$ cat config.mk
export PLATFORM = sky130hd
export DESIGN_NAME = edge_capture_unit
export DESIGN_NICKNAME = d
export VERILOG_FILES = /design/src/rtl/ecap_pkg.sv /design/src/rtl/ecap_ctrl.sv /design/src/rtl/ecap_dpath.sv /design/src/rtl/edge_capture_unit.sv
export SDC_FILE = /design/constraint.sdc
export NUM_CORES = 1
export LEC_CHECK = 0
export CAP_MARGIN = 30
export CORE_MARGIN = 2
export CORE_UTILIZATION = 50
export DETAILED_ROUTE_END_ITERATION = 8
export DONT_BUFFER_PORTS = 1
export PLACE_DENSITY = 0.76
export RECOVER_POWER = 50
export SLEW_MARGIN = 0
export SYNTH_ARGS = -nofsm -noshare
export SYNTH_HDL_FRONTEND = slang
export SYNTH_SLANG_ARGS = --single-unit
$ cat constraint.sdc
create_clock -name clk -period 1.5 [get_ports clk]
set_input_delay 0.3 -clock clk [delete_from_list [all_inputs] [get_ports clk]]
set_output_delay 0.3 -clock clk [all_outputs]
set_load 0.02 [all_outputs]
$ cat src/rtl/ecap_pkg.sv
package ecap_pkg;
  // Strobes from the control side to the value registers.
  typedef struct packed {
    logic riseHit;
    logic fallHit;
  } capStrobe_t;
endpackage

$ cat src/rtl/ecap_ctrl.sv
module ecap_ctrl
  import ecap_pkg::*;
#(
  parameter int SYNC_STAGES = 2
) (
  input  logic       clk,
  input  logic       rstN,
  input  logic       capIn,
  input  logic       capEn,
  input  logic       riseIrqEn,
  input  logic       fallIrqEn,
  input  logic       clrRise,
  input  logic       clrFall,
  output capStrobe_t strobe,
  output logic       riseFlag,
  output logic       fallFlag,
  output logic       capIrq
);
  localparam int LAST = SYNC_STAGES - 1;

  logic [LAST:0] syncQ;
  logic          lvlPrev;
  logic          syncLvl;

  // Synchroniser chain, one flop per stage.
  generate
    for (genvar s = 0; s < SYNC_STAGES; s++) begin : g_sync
      if (s == 0) begin : g_first
        always_ff @(posedge clk or negedge rstN)
          if (!rstN) syncQ[0] <= 1'b0;
          else       syncQ[0] <= capIn;
      end else begin : g_next
        always_ff @(posedge clk or negedge rstN)
          if (!rstN) syncQ[s] <= 1'b0;
          else       syncQ[s] <= syncQ[s-1];
      end
    end
  endgenerate

  assign syncLvl = syncQ[LAST];

  always_ff @(posedge clk or negedge rstN)
    if (!rstN) lvlPrev <= 1'b0;
    else       lvlPrev <= syncLvl;

  // Edge strobes, gated by the enable.
  always_comb begin
    strobe.riseHit = capEn &  syncLvl & ~lvlPrev;
    strobe.fallHit = capEn & ~syncLvl &  lvlPrev;
  end

  // Sticky flags; a new capture beats a clear in the same cycle.
  always_ff @(posedge clk or negedge rstN) begin
    if (!rstN) begin
      riseFlag <= 1'b0;
      fallFlag <= 1'b0;
    end else begin
      if (strobe.riseHit)  riseFlag <= 1'b1;
      else if (clrRise)    riseFlag <= 1'b0;
      if (strobe.fallHit)  fallFlag <= 1'b1;
      else if (clrFall)    fallFlag <= 1'b0;
    end
  end

  assign capIrq = (riseFlag & riseIrqEn) | (fallFlag & fallIrqEn);
endmodule

$ cat src/rtl/ecap_dpath.sv
module ecap_dpath
  import ecap_pkg::*;
#(
  parameter int CNT_W = 16
) (
  input  logic             clk,
  input  logic             rstN,
  input  capStrobe_t       strobe,
  input  logic [CNT_W-1:0] cntVal,
  output logic [CNT_W-1:0] riseVal,
  output logic [CNT_W-1:0] fallVal
);
  always_ff @(posedge clk or negedge rstN) begin
    if (!rstN) begin
      riseVal <= '0;
      fallVal <= '0;
    end else begin
      if (strobe.riseHit) riseVal <= cntVal;
      if (strobe.fallHit) fallVal <= cntVal;
    end
  end
endmodule

$ cat src/rtl/edge_capture_unit.sv
module edge_capture_unit
  import ecap_pkg::*;
#(
  parameter int CNT_W       = 16,
  parameter int SYNC_STAGES = 2
) (
  input  logic             clk,
  input  logic             rstN,
  input  logic             capIn,
  input  logic [CNT_W-1:0] cntVal,
  input  logic             capEn,
  input  logic             riseIrqEn,
  input  logic             fallIrqEn,
  input  logic             clrRise,
  input  logic             clrFall,
  output logic [CNT_W-1:0] riseVal,
  output logic [CNT_W-1:0] fallVal,
  output logic             riseFlag,
  output logic             fallFlag,
  output logic             capIrq
);
  capStrobe_t strobe;

  ecap_ctrl #(.SYNC_STAGES(SYNC_STAGES)) u_ctrl (
    .clk(clk), .rstN(rstN), .capIn(capIn), .capEn(capEn),
    .riseIrqEn(riseIrqEn), .fallIrqEn(fallIrqEn),
    .clrRise(clrRise), .clrFall(clrFall), .strobe(strobe),
    .riseFlag(riseFlag), .fallFlag(fallFlag), .capIrq(capIrq)
  );

  ecap_dpath #(.CNT_W(CNT_W)) u_dpath (
    .clk(clk), .rstN(rstN), .strobe(strobe), .cntVal(cntVal),
    .riseVal(riseVal), .fallVal(fallVal)
  );
endmodule

==> impl_metrics.json <==
{
  "synth_nets": 102,
  "hold_path.class": "input port to register",
  "synth_fa_ha_area_frac": 0,
  "final-seq-area_um2": 927,
  "grt_pass1_vias": 746,
  "timing.final.ws_setup_ns": 0.0838,
  "worstSetupEndpointType": "output pin",
  "clk_path_buf_depth": 2,
  "finalSetupTns_ns": 0,
  "hpwl_mm": 1.52,
  "path_buf_inv": 0,
  "worst_path_max_delay_cell": "dfrtp_2",
  "yosysSeqAreaShare": 0.642,
  "synthMuxAreaShare": 0.297,
  "power.leakage_nw": 0.748,
  "route.detailed.drc": 0,
  "port_buffers": 0,
  "multi_input_area_um2": 487,
  "drt_iter0_markers": 7,
  "wl_per_cell_um": 19.3,
  "cts_buffers": 5,
  "cpPeakStageDelay_ns": 0.47,
  "synth_compound_area_frac": 0.0130,
  "synth_cells": 78,
  "synth-simple-area-share": 0.0278,
  "cts.sinks": 37,
  "hold_violations": 0,
  "synth_top_family_by_area": "multiplexers",
  "syn_area_um2": 1440,
  "drt_pass1_iterations": 2,
  "ant_nets": 0,
  "htreeDepth": 2,
  "yosysUniqueCellTypes": 8,
  "finalNetCount": 110,
  "cts_root_buffer": "clkbuf_4",
  "post_cts_buffers": 0,
  "num_antenna_cells": 0,
  "grt_pass1_wl_mm": 3.62,
  "fin_skew_ns": 0.00393,
  "cp.required_ns": 1.20,
  "fin_util": 0.556,
  "timing.slew.headroom": 0.409,
  "area_growth_pct": 6.33,
  "dpl_worst_slack_ns": 0.194,
  "fmax_mhz": 706,
  "synth_xor_area_frac": 0,
  "gp_congestion": 0.665,
  "crit_chain": "a22o_1",
  "drv_slew": 0,
  "core_um2": 2760,
  "antenna_found_initial": 0,
  "power_density_nw_per_um2": 1460,
  "die_area_um2": 3330,
  "drive_gt1_frac": 0.471,
  "die_w_um": 57.7,
  "critical_path_arrival_ns": 1.12,
  "setup_violations": 0,
  "nFillCells": 234,
  "initial_core_util": 0.523,
  "synth-seq-cells": 37,
  "status": "completed",
  "synth_warnings": 0,
  "path_delay_family": "flip-flops",
  "path_class": "register to output pin",
  "critPathMaxFanout": 3,
  "cts_tree": "built",
  "rsz0062_at_grt": "no",
  "gr-usage-all-layers": 0.151,
  "routed_wl_mm": 2.28,
  "rows": 19,
  "clk_pin_slew_ns": 0.09,
  "layout_commonest_cell": "dfrtp_1",
  "die_h_um": 57.7,
  "avgSynthCellArea_um2": 18.5,
  "totalPowerFinal_mw": 2.25,
  "clock_latency_ns": 0.33,
  "maxCapViolCount": 0,
  "via_count": 689,
  "avgViaCountPerCell": 5.84,
  "io_pins": 59,
  "vdd_ir_drop_max_v": 0.00106,
  "overflow": 0,
  "post-route-min-period_ns": 1.42,
  "tightest_slew_ns": 0.887,
  "grt_max_degree": 38,
  "final.period_utilization": 0.944,
  "final_cell_mix": "dfrtp_1, mux2_4, mux2_2, clkbuf_4, clkbuf_1",
  "worstSetupStartpointType": "register"
}
area by class of cell:
type / count / area share
inverter: 2 / 0.00489
tap: 31 / 0.0253
clock buffer: 8 / 0.0318
timing repair buffer: 3 / 0.0163
multi-input combinational: 37 / 0.317
sequential: 37 / 0.604
final timing paths:
kind	startpoint	end	slack (ns)	cells past startpoint
setup / recovery	u_ctrl.riseFlag	capIrq	0.08	1
hold / removal	clrRise	u_ctrl.riseFlag	0.07	1
min in group asynchronous	rstN	u_dpath.fallVal[14]	0.65	2
max in group asynchronous	rstN	u_ctrl.riseFlag	0.25	2
hold reg to reg	u_ctrl.syncQ[0]	u_ctrl.syncLvl	0.36	0
setup reg to reg	u_ctrl.syncLvl	u_dpath.fallVal[11]	0.19	2
per-stage QoR:
stage / area [um2] / hold WS, ns / cells
floorplan: 1440 / 0.00441 / 78
global placement: 1460 / 0.00507 / 107
detailed placement: 1460 / 0.00511 / 107
CTS: 1550 / 0.0671 / 118
global route: 1530 / 0.0515 / 118
finish: 1530 / 0.0724 / 118
kinds of logic (layout without fill, tap and decap cells):
logic type,after synthesis,in the layout
DFF,37,37
buffers and inverters,4,13
AOI/OAI and AO/OA,3,3
muxes,32,32
and+or+nand+nor,2,2
layer usage:
metal	GRT usage	vias up	part of all wire
met5	0	-	0
met4	0.0598	0	0.015
met3	0.0938	8	0.12
met2	0.229	42	0.47
met1	0.172	346	0.40
li1	-	293	-
Yosys cell counts:
master	count	area [um2]
a22o_1	1	8.76
nand3b_4	2	40.0
mux2_2	14	158
buf_6	2	22.5
inv_1	2	7.51
o21ai_0	2	10.0
mux2_4	18	270
dfrtp_1	37	926
state kept, by name, indices dropped and copies added (netlist names):
register	flops
u_dpath.riseVal	16
u_ctrl.fallFlag	1
u_ctrl.riseFlag	1
u_ctrl.syncLvl	1
u_dpath.fallVal	16
u_ctrl.lvlPrev	1
u_ctrl.syncQ	1
report_power, final:
part	leakage (nW)	switching (mW)	internal (mW)
logic	0.283	0.0779	0.189
registers	0.438	0.333	1.17
clock network	0.0265	0.291	0.187
what timing repair did:
item / in CTS / in global routing
endpoints found under the setup margin: 0 / 1
endpoints found under the hold margin: 38 / 0
hold buffers: 3 / 0
resized for setup: 0 / 1
Note: power is estimated with default switching activity, not from simulation.
